--- src/rtl/irp_pkg.sv ---
package irp_pkg;
  typedef enum logic [1:0] {
    PORT_NONE = 2'd0,
    PORT_CSR  = 2'd1,
    PORT_PTR  = 2'd2,
    PORT_BCR  = 2'd3
  } port_e;

  localparam logic [7:0] OFS_CSR   = 8'h10;
  localparam logic [7:0] OFS_PTR_W = 8'h12;
  localparam logic [7:0] OFS_PTR_D = 8'h14;
  localparam logic [7:0] OFS_BCR_W = 8'h16;
  localparam logic [7:0] OFS_BCR_D = 8'h1C;

  localparam logic [7:0] CFG_BURST_OFS = 8'h3E;
  localparam logic [7:0] CFG_LAT_OFS   = 8'h3F;

  localparam int BIT_ERR  = 15;
  localparam int BIT_FHI  = 14;
  localparam int BIT_FLO  = 11;
  localparam int BIT_STOP = 2;
endpackage

--- src/rtl/irp_decode.sv ---
module irp_decode
  import irp_pkg::*;
#(
  parameter int OFSW = 5
) (
  input  logic            dword_mode,
  input  logic [OFSW-1:0] offset,
  output port_e           target
);
  logic [OFSW-1:0] ptr_ofs;
  logic [OFSW-1:0] bcr_ofs;

  assign ptr_ofs = dword_mode ? OFSW'(OFS_PTR_D) : OFSW'(OFS_PTR_W);
  assign bcr_ofs = dword_mode ? OFSW'(OFS_BCR_D) : OFSW'(OFS_BCR_W);

  always_comb begin
    target = PORT_NONE;
    if (offset == OFSW'(OFS_CSR))  target = PORT_CSR;
    else if (offset == ptr_ofs)    target = PORT_PTR;
    else if (offset == bcr_ofs)    target = PORT_BCR;
  end
endmodule

--- src/rtl/irp_csr_bank.sv ---
module irp_csr_bank
  import irp_pkg::*;
#(
  parameter int DW        = 16,
  parameter int IDXW      = 8,
  parameter int CSR_COUNT = 8,
  parameter int NFLAG     = 4
) (
  input  logic            clk,
  input  logic            rst,
  input  logic            wr_en,
  input  logic [IDXW-1:0] idx,
  input  logic [DW-1:0]   wdata,
  input  logic [NFLAG-1:0] ev,
  output logic [DW-1:0]   rdata
);
  localparam int CW = (CSR_COUNT > 1) ? $clog2(CSR_COUNT) : 1;

  logic [DW-1:0]    mem [CSR_COUNT];
  logic [NFLAG-1:0] flags_q;
  logic             stop_q;
  logic             hit0;
  logic             in_range;
  logic [NFLAG-1:0] clr_mask;
  logic [DW-1:0]    status_v;

  assign hit0     = (idx == '0);
  assign in_range = int'(idx) < CSR_COUNT;
  assign clr_mask = (wr_en && hit0) ? wdata[BIT_FHI:BIT_FLO] : '0;

  always_ff @(posedge clk) begin
    if (rst) begin
      flags_q <= '0;
      stop_q  <= 1'b0;
    end else begin
      flags_q <= (flags_q & ~clr_mask) | ev;
      if (wr_en && hit0) stop_q <= wdata[BIT_STOP];
    end
  end

  always_ff @(posedge clk) begin
    if (rst) begin
      for (int i = 0; i < CSR_COUNT; i++) mem[i] <= '0;
    end else if (wr_en && !hit0 && in_range) begin
      mem[idx[CW-1:0]] <= wdata;
    end
  end

  always_comb begin
    status_v                  = '0;
    status_v[BIT_ERR]         = |flags_q;
    status_v[BIT_FHI:BIT_FLO] = flags_q;
    status_v[BIT_STOP]        = stop_q;
  end

  always_comb begin
    if (hit0)          rdata = status_v;
    else if (in_range) rdata = mem[idx[CW-1:0]];
    else               rdata = '0;
  end

  a_r8_set_wins: assert property (@(posedge clk) disable iff (rst)
    ev[NFLAG-1] |=> status_v[BIT_FHI]);

  a_r6_w1c_clears: assert property (@(posedge clk) disable iff (rst)
    (wr_en && hit0 && wdata[BIT_FHI] && !ev[NFLAG-1]) |=> !status_v[BIT_FHI]);

  a_r7_summary_follows: assert property (@(posedge clk) disable iff (rst)
    (|ev) |=> status_v[BIT_ERR]);

  a_r6_zero_keeps: assert property (@(posedge clk) disable iff (rst)
    (wr_en && hit0 && !wdata[BIT_FLO] && status_v[BIT_FLO]) |=> status_v[BIT_FLO]);
endmodule

--- src/rtl/irp_bcr_bank.sv ---
module irp_bcr_bank #(
  parameter int          DW         = 16,
  parameter int          IDXW       = 8,
  parameter int          BCR_COUNT  = 32,
  parameter int          MM_IDX     = 22,
  parameter logic [15:0] MM_DEFAULT = 16'hFF06
) (
  input  logic            clk,
  input  logic            rst,
  input  logic            wr_en,
  input  logic [IDXW-1:0] idx,
  input  logic [DW-1:0]   wdata,
  output logic [DW-1:0]   rdata,
  output logic [DW-1:0]   mm_word
);
  localparam int BW = (BCR_COUNT > 1) ? $clog2(BCR_COUNT) : 1;

  logic [DW-1:0] mem [BCR_COUNT];
  logic          in_range;

  assign in_range = int'(idx) < BCR_COUNT;

  always_ff @(posedge clk) begin
    if (rst) begin
      for (int i = 0; i < BCR_COUNT; i++)
        mem[i] <= (i == MM_IDX) ? DW'(MM_DEFAULT) : '0;
    end else if (wr_en && in_range) begin
      mem[idx[BW-1:0]] <= wdata;
    end
  end

  assign rdata   = in_range ? mem[idx[BW-1:0]] : '0;
  assign mm_word = mem[MM_IDX];

  a_r9_mirror_only_own_write: assert property (@(posedge clk) disable iff (rst)
    !(wr_en && int'(idx) == MM_IDX) |=> $stable(mm_word));
endmodule

--- src/rtl/indirect_reg_port.sv ---
module indirect_reg_port
  import irp_pkg::*;
#(
  parameter int          OFSW       = 5,
  parameter int          IOW        = 32,
  parameter int          DW         = 16,
  parameter int          IDXW       = 8,
  parameter int          CSR_COUNT  = 8,
  parameter int          BCR_COUNT  = 32,
  parameter int          MM_IDX     = 22,
  parameter logic [15:0] MM_DEFAULT = 16'hFF06,
  parameter int          CFGW       = 8
) (
  input  logic            clk,
  input  logic            rst,
  input  logic            soft_rst,
  input  logic            io_dword,
  input  logic            io_req,
  input  logic            io_wr,
  input  logic [OFSW-1:0] io_offset,
  input  logic [IOW-1:0]  io_wdata,
  output logic [IOW-1:0]  io_rdata,
  output logic            io_rvalid,
  input  logic            ev_babl,
  input  logic            ev_cerr,
  input  logic            ev_miss,
  input  logic            ev_merr,
  input  logic            cfg_rd,
  input  logic [CFGW-1:0] cfg_addr,
  output logic [CFGW-1:0] cfg_rdata,
  output logic            cfg_rvalid
);
  localparam int NFLAG = 4;

  port_e           target;
  logic [IDXW-1:0] ptr_q;
  logic            is_rd;
  logic            is_wr;
  logic            csr_wr;
  logic            bcr_wr;
  logic [DW-1:0]   csr_rdata;
  logic [DW-1:0]   bcr_rdata;
  logic [DW-1:0]   mm_word;
  logic [IOW-1:0]  rd_mux;
  logic [CFGW-1:0] cfg_mux;
  logic [NFLAG-1:0] ev_vec;

  assign is_rd  = io_req && !io_wr;
  assign is_wr  = io_req && io_wr;
  assign csr_wr = is_wr && (target == PORT_CSR);
  assign bcr_wr = is_wr && (target == PORT_BCR);
  assign ev_vec = {ev_babl, ev_cerr, ev_miss, ev_merr};

  irp_decode #(.OFSW(OFSW)) u_decode (
    .dword_mode (io_dword),
    .offset     (io_offset),
    .target     (target)
  );

  irp_csr_bank #(
    .DW(DW), .IDXW(IDXW), .CSR_COUNT(CSR_COUNT), .NFLAG(NFLAG)
  ) u_csr (
    .clk   (clk),
    .rst   (rst),
    .wr_en (csr_wr),
    .idx   (ptr_q),
    .wdata (io_wdata[DW-1:0]),
    .ev    (ev_vec),
    .rdata (csr_rdata)
  );

  irp_bcr_bank #(
    .DW(DW), .IDXW(IDXW), .BCR_COUNT(BCR_COUNT),
    .MM_IDX(MM_IDX), .MM_DEFAULT(MM_DEFAULT)
  ) u_bcr (
    .clk     (clk),
    .rst     (rst),
    .wr_en   (bcr_wr),
    .idx     (ptr_q),
    .wdata   (io_wdata[DW-1:0]),
    .rdata   (bcr_rdata),
    .mm_word (mm_word)
  );

  always_ff @(posedge clk) begin
    if (rst || soft_rst)                   ptr_q <= '0;
    else if (is_wr && target == PORT_PTR)  ptr_q <= io_wdata[IDXW-1:0];
  end

  always_comb begin
    unique case (target)
      PORT_CSR: rd_mux = IOW'(csr_rdata);
      PORT_PTR: rd_mux = IOW'(ptr_q);
      PORT_BCR: rd_mux = IOW'(bcr_rdata);
      default:  rd_mux = '0;
    endcase
  end

  always_comb begin
    if (cfg_addr == CFGW'(CFG_BURST_OFS))    cfg_mux = mm_word[7:0];
    else if (cfg_addr == CFGW'(CFG_LAT_OFS)) cfg_mux = mm_word[15:8];
    else                                     cfg_mux = '0;
  end

  always_ff @(posedge clk) begin
    if (rst) begin
      io_rdata   <= '0;
      io_rvalid  <= 1'b0;
      cfg_rdata  <= '0;
      cfg_rvalid <= 1'b0;
    end else begin
      io_rvalid  <= is_rd;
      io_rdata   <= is_rd ? rd_mux : '0;
      cfg_rvalid <= cfg_rd;
      cfg_rdata  <= cfg_rd ? cfg_mux : '0;
    end
  end

  a_r5_soft_clears_index: assert property (@(posedge clk) disable iff (rst)
    soft_rst |=> (ptr_q == '0));

  a_r2_foreign_offset_inert: assert property (@(posedge clk) disable iff (rst)
    (io_req && !io_dword && io_offset == OFSW'(OFS_PTR_D) && !soft_rst) |=> $stable(ptr_q));

  a_r11_read_one_cycle: assert property (@(posedge clk) disable iff (rst)
    is_rd |=> io_rvalid);

  a_r11_idle_zero: assert property (@(posedge clk) disable iff (rst)
    !is_rd |=> (!io_rvalid && io_rdata == '0));
endmodule

--- config.mk ---
export PLATFORM = sky130hd
export DESIGN_NAME = indirect_reg_port
export DESIGN_NICKNAME = d
export VERILOG_FILES = /design/src/rtl/irp_pkg.sv /design/src/rtl/irp_decode.sv /design/src/rtl/irp_csr_bank.sv /design/src/rtl/irp_bcr_bank.sv /design/src/rtl/indirect_reg_port.sv
export SDC_FILE = /design/constraint.sdc
export NUM_CORES = 1
export LEC_CHECK = 0
export ABC_AREA = 1
export BUFFER_PORTS_ARGS = -buffer_cell sky130_fd_sc_hd__buf_2
export CAP_MARGIN = 25
export CORE_UTILIZATION = 50
export CTS_CLUSTER_SIZE = 20
export DETAILED_ROUTE_END_ITERATION = 8
export PLACE_DENSITY_LB_ADDON = 0.1
export SLEW_MARGIN = 20
export SYNTH_ARGS = -nofsm -noshare
export SYNTH_HDL_FRONTEND = slang
export SYNTH_SLANG_ARGS = --single-unit
--- constraint.sdc ---
create_clock -name clk -period 2.65 [get_ports clk]
set_input_delay 0.1325 -clock clk [delete_from_list [all_inputs] [get_ports clk]]
set_output_delay 0.1325 -clock clk [all_outputs]
set_load 0.005 [all_outputs]
==> results_dict.tcl, run 1 <==
set metrics [dict create \
    yosysTopAreaCellShare_pct 60.6 \
    wl_met3_um 7070 \
    yosys_warnings 0 \
    synthCells 3420 \
    grt_remaining_overflow 0 \
    synth_cell_type_count 40 \
    maxSlewHeadroom_pct 49.8 \
    grt_max_degree 73 \
    rr_worst_depth 12 \
    wl_per_cell_um 21.0 \
    synthAdderAreaFrac_pct 0 \
    yosys.area_share.simple_pct 27.1 \
    synth-seq-cells 684 \
    start_kind "flop" \
    rsz0062_at_grt "no" \
    initial_core_util_pct 51.0 \
    fin_skew_ns 0.0127 \
    cts_tree "built" \
    firstDrtPassIters 8 \
    period_minus_slack_ns 2.38 \
    hold_violations 0 \
    clk_latency_ns 0.61 \
    top_layer_used "met4" \
    cts_buffers 73 \
    wl_um 92800 \
    drc 0 \
    drtIter0Drc 2415 \
    crit_required_ns 2.96 \
    tightest_slew_ns 0.753 \
    register_area_mm2 0.0201 \
    multi_input_area_mm2 0.00962 \
    status "completed" \
    place_hpwl_um 59200 \
    arrival_ns 2.68 \
    vias 23877 \
    leakage_nw 15.2 \
    setup_viol 0 \
    antenna_found_initial 3 \
    syn_area_per_cell_um2 9.28 \
    synth_xor_area_share_pct 0 \
    gp_congestion 0.976 \
    fp.dieW_um 254 \
    final.setup.tns_ns 0 \
    root_buffer "clkbuf_16" \
    crit_type "reg -> reg" \
    cts.repair.resized 0 \
    nFillCells 5449 \
    fin_ws_ns 0.274 \
    grt_pass1_wl_um 138000 \
    max_freq_ghz 0.421 \
    cts.sink_count 684 \
    postCtsSetupBuffers 0 \
    drv_cap 0 \
    synth_top_family_by_area "simple AND/OR/NAND/NOR gates" \
    synth_edf_count 640 \
    dieArea_mm2 0.0645 \
    design.core.area_mm2 0.0622 \
    synth_top_flop_cell "edfxtp_1" \
    drive_gt1_share_pct 12.5 \
    synth.area.mux_share_pct 0 \
    wirelength_met1_um 37500 \
    num_rows 91 \
    area_growth_pct 13.7 \
    final_antenna_net_count 0 \
    io_pins 98 \
    cp-end-kind "flop" \
    seq_area_frac_synth_pct 63.3 \
    utilization_pct 58.1 \
    grt_pass1_vias 22739 \
    period_share_pct 89.7 \
    peakVddDrop_mv 0.472 \
    clkTransAtPathRegs_ns 0.06 \
    synth_compound_gate_area_share_pct 2.89 \
    port_buffers 65 \
    synthTopCellsByArea "edfxtp_1 (61%), nand2_1 (11%), nor2_1 (8.2%)" \
    async_reset_ff_share_pct 0 \
    hold_path_depth 3 \
    place_ws_ns 0.252 \
    worstPathMaxFanout 9 \
    slew_violations 0 \
    htree_levels 3 \
    hold_class "in -> reg" \
    layout.nets 3571 \
    dr_wl_met2_um 45200 \
    die_y_um 254 \
    via_per_inst 5.42 \
    yosysTopAreaCell "edfxtp_1" \
    power_per_cell_area_mw_per_mm2 638 \
    power.total_mw 23.0 \
    grt_usage_pct 29.2 \
    synth_area_mm2 0.0317 \
    cts_buffer_depth 3 \
]
[cells by family after synthesis]
| logic type | count (synthesis) |
|---|---|
| AOI/OAI and AO/OA | 170 |
| buffers and inverters | 516 |
| and+or+nand+nor | 2049 |
| other | 1 |
| DFF | 684 |
[worst paths after layout]
kind              slack, ns               end              from
setup / recovery       0.27  u_bcr.mem[9][13]          ptr_q[7]
hold reg to reg        0.52  u_csr.flags_q[0]  u_csr.flags_q[0]
hold / removal         0.05  u_csr.mem[7][10]      io_wdata[10]
setup reg to reg       0.27  u_bcr.mem[9][13]          ptr_q[7]
[metrics by stage]
stage	hold WS [ns]	std cells	cell area [um^2]
6_report	0.0486	4409	36100
3_5_place_dp	0.360	4266	33700
4_1_cts	0.0161	4408	36100
5_1_grt	0.0618	4408	36100
3_3_place_gp	0.351	4266	33700
2_1_floorplan	0.215	3451	31900
[synthesized netlist by cell type, types with 8 or more instances]
| master | number |
|---|---|
| inv_1 | 244 |
| edfxtp_1 | 640 |
| o22ai_1 | 8 |
| dfxtp_1 | 44 |
| buf_1 | 17 |
| a21oi_1 | 40 |
| nor2_1 | 695 |
| o21ai_0 | 98 |
| nand2_2 | 13 |
| buf_2 | 51 |
| nor2_2 | 41 |
| nand3_1 | 357 |
| clkbuf_1 | 171 |
| o211ai_1 | 15 |
| nand2_1 | 907 |
| buf_4 | 18 |
| nand3_4 | 10 |
[per-layer routing]
layer | global-route usage (%) | vias up
met5 | 0 | -
met2 | 48.8 | 945
met1 | 38.6 | 11496
met4 | 10.5 | 0
li1 | - | 11250
met3 | 4.48 | 186
[repair_timing]
| action | CTS | global route |
|---|---|---|
| endpoints found under the hold margin | 37 | 0 |
| hold buffers | 11 | 0 |
| endpoints found under the setup margin | 0 | 0 |
[critical path, stage by stage, from the launching register on]
cell and delay [ns]:
dfxtp_1 0.31, inv_1 0.07, nand2_1 0.06, nor2_1 0.15, nand2_1 0.16, nor2_8 0.15
nand2_4 0.11, nor2_4 0.36, buf_4 0.22, buf_4 0.14, nand3_4 0.06, nand2_1 0.09
buf_4 0.20
[layout make-up]
class	count	area share, %
inverters	252	2.65
clock inverters	25	0.468
flip-flops and latches	684	55.7
diodes	1	0.00693
multi-input cells	2251	26.7
clock buffers	106	5.75
repair buffers	253	5.86
well taps	837	2.90
[power by group]
| group | total [mW] | leakage, nW | internal (mW) | switching, mW |
|---|---|---|---|---|
| clock | 9.76 | 1.10 | 5.63 | 4.13 |
| combinational | 1.06 | 7.19 | 0.278 | 0.787 |
| sequential | 12.2 | 6.90 | 12.1 | 0.0969 |
[sequential cells by signal, summed over array words and instances, names as in the netlist, named ones only]
register	flops
cfg_rdata	8
cfg_rvalid	1
io_rdata	16
io_rvalid	1
ptr_q	8
u_bcr.mem	512
u_csr.flags_q	4
u_csr.mem	128
u_csr.stop_q	1
[cell usage in the layout, fill, tap and decap left out, types with 15 or more instances in the layout]
master     instances
nand2_1          907
nor2_1           695
edfxtp_1         640
nand3_1          357
inv_1            228
buf_4            149
o21ai_0           98
clkbuf_16         78
buf_2             65
nor2_2            41
dfxtp_1           41
a21oi_1           40
conb_1            32
buf_12            28
clkbuf_1          26
inv_2             20
o211ai_1          15
Note: power is estimated with default switching activity, not from simulation.
==> inputs of run 2 (changes only) <==
==> constraint.sdc (replaced) <==
create_clock -name clk -period 3.05 [get_ports clk]
set_input_delay 0.1525 -clock clk [delete_from_list [all_inputs] [get_ports clk]]
set_output_delay 0.1525 -clock clk [all_outputs]
set_load 0.005 [all_outputs]
==> run 2 against run 1 <==
  * Sequential share of layout area is 0.060 points lower
  * First-iteration DRC count is 15% higher
  * Die area is the same
  * Design area increased by 0.11%
  * Utilization is 0.062 points higher
  * Worst hold slack improved by 0.0053 ns
  * Sequential power decreased by 13%
  * Worst setup slack better by 0.15 ns
  * Register-to-register slack better by 0.15 ns
  * Total power decreased by 9.4%
  * Highest routed layer unchanged
==> results_dict.tcl, run 2 (same netlist as run 1, synthesis figures left out) <==
set metrics [dict create \
    drive_gt1_share_pct 12.6 \
    drtIter0Drc 2766 \
    peakVddDrop_mv 0.464 \
    nFillCells 5449 \
    cts_buffer_depth 3 \
    largestRegisters "u_bcr.mem: 512 flops, u_csr.mem: 128 flops, io_rdata: 16 flops" \
    arrival_ns 2.88 \
    clkTransAtPathRegs_ns 0.06 \
    gp_congestion 0.999 \
    period_minus_slack_ns 2.63 \
    cp-end-kind "flop" \
    power_per_cell_area_mw_per_mm2 578 \
    rr_worst_depth 9 \
    utilization_pct 58.1 \
    grt_remaining_overflow 0 \
    intPower_mw 16.3 \
    reg2reg_from "ptr_q[6]" \
    area_growth_pct 13.9 \
    drc 0 \
    wl_um 94600 \
    design.core.area_mm2 0.0622 \
    largest_reg_flops 512 \
    pwr-share-comb_pct 4.4 \
    largest_register "u_bcr.mem" \
    grt_pass1_wl_um 140000 \
    cts_tree "built" \
    status "completed" \
    hold_path_depth 4 \
    rsz0062_at_grt "no" \
    final.setup.tns_ns 0 \
    period_share_pct 86.1 \
    clk_latency_ns 0.62 \
    setup_viol 0 \
    firstDrtPassIters 7 \
    place_hpwl_um 60100 \
    final_antenna_net_count 0 \
    power.switching_mw 4.57 \
    leakage_nw 15.2 \
    grt_usage_pct 29.7 \
    initial_core_util_pct 51.0 \
    grt_pass1_vias 23043 \
    hold_violations 0 \
    start_kind "flop" \
    vias 24036 \
    wl_per_cell_um 21.5 \
    cts.repair.resized 0 \
    power_frac_seq_pct 50.8 \
    p_clk_share_pct 44.8 \
    fin_skew_ns 0.0233 \
    most-common-layout-cells "nand2_1 (907), nor2_1 (695), edfxtp_1 (640)" \
    swShare_pct 21.9 \
    placed_area_mm2 0.0335 \
    crit_type "reg -> reg" \
    stdcell_area_mm2 0.0361 \
    cts_hold_buf 11 \
    postCtsSetupBuffers 0 \
    via_per_inst 5.47 \
    maxSlewHeadroom_pct 35.5 \
    dieArea_mm2 0.0645 \
    layout.nets 3548 \
    cts.sink_count 684 \
    port_buffers 65 \
    num_rows 91 \
    final_common_cell "nand2_1" \
    root_buffer "clkbuf_16" \
    htree_levels 3 \
    cts_buffers 76 \
    tightest_slew_ns 0.965 \
    startpoint "ptr_q[6]" \
    max_freq_ghz 0.381 \
    die_y_um 254 \
    min_from "io_req" \
    worstPathMaxFanout 18 \
    hold_class "in -> reg" \
    crit_required_ns 3.30 \
    io_pins 98 \
    grt_max_degree 121 \
    slew_violations 0 \
    fp.dieW_um 254 \
    drv_cap 0 \
    antenna_found_initial 2 \
]
==> run 2: cell types whose count changed in the layout (fill, tap and decap cells not counted) <==
cell        previous run  this run
bufinv_16              2         6
clkbuf_1              26        11
clkinv_4               0         2
clkbuf_8               2        14
buf_4                149       129
clkinv_8               0         1
clkinv_2              10        15
inv_6                  2         4
buf_12                28        22
clkinv_1              13         8
clkinvlp_4             0         3
==> run 2: power groups by stage <==
stage / clock network [mW] / logic [mW] / registers, mW
floorplan: 0 / 0.508 / 10.8
global placement: 0 / 0.888 / 10.8
detailed placement: 0 / 0.900 / 10.8
CTS: 9.45 / 0.914 / 10.6
global route: 9.79 / 0.993 / 10.6
finish: 9.35 / 0.917 / 10.6
==> run 2: final cells by class <==
class                           instances  area, um^2  area share (%)
Clock buffer                          103        2190            6.05
Sequential cell                       684       20100            55.6
Tap cell                              837        1050            2.90
Timing Repair Buffer                  227        1840            5.10
Inverter                              252         956            2.65
Antenna cell                            1        2.50         0.00692
Multi-Input combinational cell       2251        9620            26.6
Clock inverter                         37         369            1.02
==> run 2: through the flow <==
| stage | setup slack (ns) | std cells | hold WS, ns | power [mW] |
|---|---|---|---|---|
| after floorplan | 0.715 | 3451 | 0.235 | 11.3 |
| after global placement | 0.462 | 4240 | 0.367 | 11.7 |
| after detailed placement | 0.438 | 4240 | 0.366 | 11.7 |
| after CTS | 0.439 | 4391 | 0.0159 | 21.0 |
| after global routing | 0.234 | 4391 | 0.0629 | 21.4 |
| final | 0.423 | 4392 | 0.0539 | 20.9 |
==> run 2: layer usage <==
metal | track usage, % | part of all wire, % | vias to the layer above | routed length [um]
met4 | 12.8 | 4.1 | 0 | 3850
met1 | 40.0 | 40 | 11691 | 38100
met5 | 0 | 0 | - | 0
li1 | - | - | 11202 | -
met3 | 4.92 | 8.1 | 195 | 7670
met2 | 47.7 | 48 | 948 | 44900
==> run 2: path summary, 6_finish.rpt <==
| kind | endpoint | slack [ns] |
|---|---|---|
| max | u_bcr.mem[2][15] | 0.42 |
| min | u_csr.stop_q | 0.05 |
| max reg2reg | u_bcr.mem[2][15] | 0.42 |
| min reg2reg | u_csr.flags_q[3] | 0.51 |
==> run 2: worst max-delay path, stage by stage (launching register included) <==
cell     delay, ns
dfxtp_1       0.31
inv_1         0.07
nand2_1       0.07
nor2_1        0.16
nand2_1       0.16
nor2_8        0.29
nand2_4       0.17
nor2_4        0.23
nand3_4       0.24
nand2_1       0.57
==> inputs of run 3 (changes only) <==
--- a/config.mk
+++ b/config.mk
@@ -11,7 +11,9 @@
 export CORE_UTILIZATION = 50
 export CTS_CLUSTER_SIZE = 20
 export DETAILED_ROUTE_END_ITERATION = 8
+export GPL_ROUTABILITY_DRIVEN = 0
 export PLACE_DENSITY_LB_ADDON = 0.1
+export REMOVE_ABC_BUFFERS = 1
 export SLEW_MARGIN = 20
 export SYNTH_ARGS = -nofsm -noshare
 export SYNTH_HDL_FRONTEND = slang
==> run 3 against run 2 <==
  * Critical path depth rose by 1
  * Utilization is 0.69 points lower
  * Global-route usage decreased by 0.68 points
  * Clock power shrank 7.0%
  * Design area is 1.2% lower
  * Final cell count down 0.39%
  * Critical endpoint is now io_rdata[5]
==> results_dict.tcl, run 3 (same netlist as run 1, synthesis figures left out) <==
set metrics [dict create \
    status "completed" \
    p_clk_share_pct 43.0 \
    slew_violations 0 \
    cts_tree "built" \
    crit_required_ns 3.60 \
    num_rows 91 \
    worstPathMaxFanout 87 \
    fp.dieW_um 254 \
    drive_gt1_share_pct 11.6 \
    maxSlewHeadroom_pct 37.0 \
    max_freq_ghz 0.387 \
    fin_skew_ns 0.0158 \
    grt_pass1_vias 22206 \
    drtIter0Drc 2655 \
    cts.repair.resized 0 \
    power_per_cell_area_mw_per_mm2 567 \
    postCtsSetupBuffers 0 \
    nFillCells 5546 \
    cts_buffer_depth 3 \
    design.core.area_mm2 0.0622 \
    period_minus_slack_ns 2.59 \
    grt_max_degree 150 \
    swShare_pct 22.0 \
    wl_um 92600 \
    crit_path_cell_trace "buf_4, nand2_1, nand2_1, nand2_1, nand3_1, nand3_1, nand3_1, nand3_1, a21oi_1, buf_4" \
    cp_top_family "buffers and inverters" \
    layout.nets 3537 \
    peakVddDrop_mv 0.460 \
    rsz0062_at_grt "no" \
    largest_register "u_bcr.mem" \
    most-common-layout-cells "nand2_1 (907), nor2_1 (695), edfxtp_1 (640)" \
    period_share_pct 84.8 \
    antenna_found_initial 0 \
    cp-end-kind "flop" \
    via_per_inst 5.46 \
    grt_usage_pct 29.1 \
    hold_violations 0 \
    diodes 0 \
    power_frac_seq_pct 52.4 \
    io_pins 98 \
    clkTransAtPathRegs_ns 0.06 \
    cpMostUsedCell "nand3_1" \
    final_common_cell "nand2_1" \
    cts_buffers 75 \
    pwr-share-comb_pct 4.6 \
    htree_levels 3 \
    initial_core_util_pct 51.0 \
    cts.sink_count 684 \
    power.switching_mw 4.45 \
    final_antenna_net_count 0 \
    min_from "io_wdata[3]" \
    arrival_ns 3.14 \
    leakage_nw 15.0 \
    root_buffer "clkbuf_16" \
    grt_pass1_wl_um 138000 \
    intPower_mw 15.8 \
    drv_cap 0 \
    final.setup.tns_ns 0 \
    crit_type "reg -> reg" \
    dieArea_mm2 0.0645 \
    place_hpwl_um 57700 \
    area_growth_pct 12.5 \
    critical_path.max_stage_delay_ns 0.70 \
    cp_slowest_cell "buf_4" \
    hold_class "in -> reg" \
    vias 23909 \
    port_buffers 65 \
    setup_viol 0 \
    largest_reg_flops 512 \
    firstDrtPassIters 5 \
    start_kind "flop" \
    critPathBufInv 2 \
    largestRegisters "u_bcr.mem: 512 flops, u_csr.mem: 128 flops, io_rdata: 16 flops" \
    die_y_um 254 \
    tightest_slew_ns 0.944 \
    drc 0 \
    clk_latency_ns 0.62 \
    wl_per_cell_um 21.2 \
    place_ws_ns 0.508 \
    grt_remaining_overflow 0 \
    fin_ws_ns 0.465 \
]
-- run 3: changes by cell type in the layout (fill, tap and decap cells not counted), sizes merged, moves of 2 or more --
cell         previous run  this run
bufinv                  6         4
dlygate4sd3            11        14
buf                   216       203
clkinvlp                3         0
inv                   254       252
-- run 3: per-layer routing --
layer / vias to the layer above / track usage (%) / wire (um)
met5: - / 0 / 0
met4: 0 / 10.2 / 2920
met3: 164 / 3.81 / 7860
met2: 1051 / 44.8 / 42100
met1: 11538 / 42.2 / 39700
li1: 11156 / - / -
-- run 3: power by group through the flow --
stage / Sequential, mW / Combinational, mW / Clock [mW]
after floorplan: 10.8 / 0.456 / 0
after global placement: 10.8 / 0.902 / 0
after detailed placement: 10.8 / 0.909 / 0
after CTS: 10.6 / 0.924 / 8.81
after global routing: 10.6 / 1.00 / 9.16
final: 10.6 / 0.930 / 8.70
-- run 3: path summary, 6_finish.rpt --
path | end | slack [ns] | cells after the start
min reg2reg | u_csr.flags_q[0] | 0.51 | 2
max reg2reg | io_rdata[5] | 0.46 | 10
min | u_bcr.mem[6][3] | 0.05 | 3
max | io_rdata[5] | 0.46 | 10
-- run 3: area by class of cell --
class                      instances  area [um^2]  area share, %
timing repair buffer             217         1660           4.66
multi-input combinational       2251         9620           27.0
tap                              837         1050           2.93
clock buffer                     103         2050           5.75
sequential                       684        20100           56.3
inverter                         252          956           2.68
clock inverter                    31          251          0.704
-- run 3: stage by stage --
| stage | total power, mW | utilization (%) | instance area [um^2] | hold WS [ns] | std cells |
|---|---|---|---|---|---|
| 3_5_place_dp | 11.7 | 53.5 | 33300 | 0.355 | 4227 |
| 5_1_grt | 20.8 | 57.4 | 35700 | 0.0608 | 4375 |
| 4_1_cts | 20.4 | 57.4 | 35700 | 0.0204 | 4375 |
| 2_1_floorplan | 11.3 | - | 30700 | 0.222 | 3187 |
| 6_report | 20.2 | 57.4 | 35700 | 0.0509 | 4375 |
| 3_3_place_gp | 11.7 | 53.5 | 33300 | 0.356 | 4227 |
-- run 3: repair_timing --
item                                    CTS  global route
endpoints found under the hold margin    45             0
hold buffers                             14             0
endpoints found under the setup margin    0             0
-- run 3: worst min-delay path: stages --
cell	delay, ns
buf_2	0.09
inv_2	0.16
nor2_1	0.14
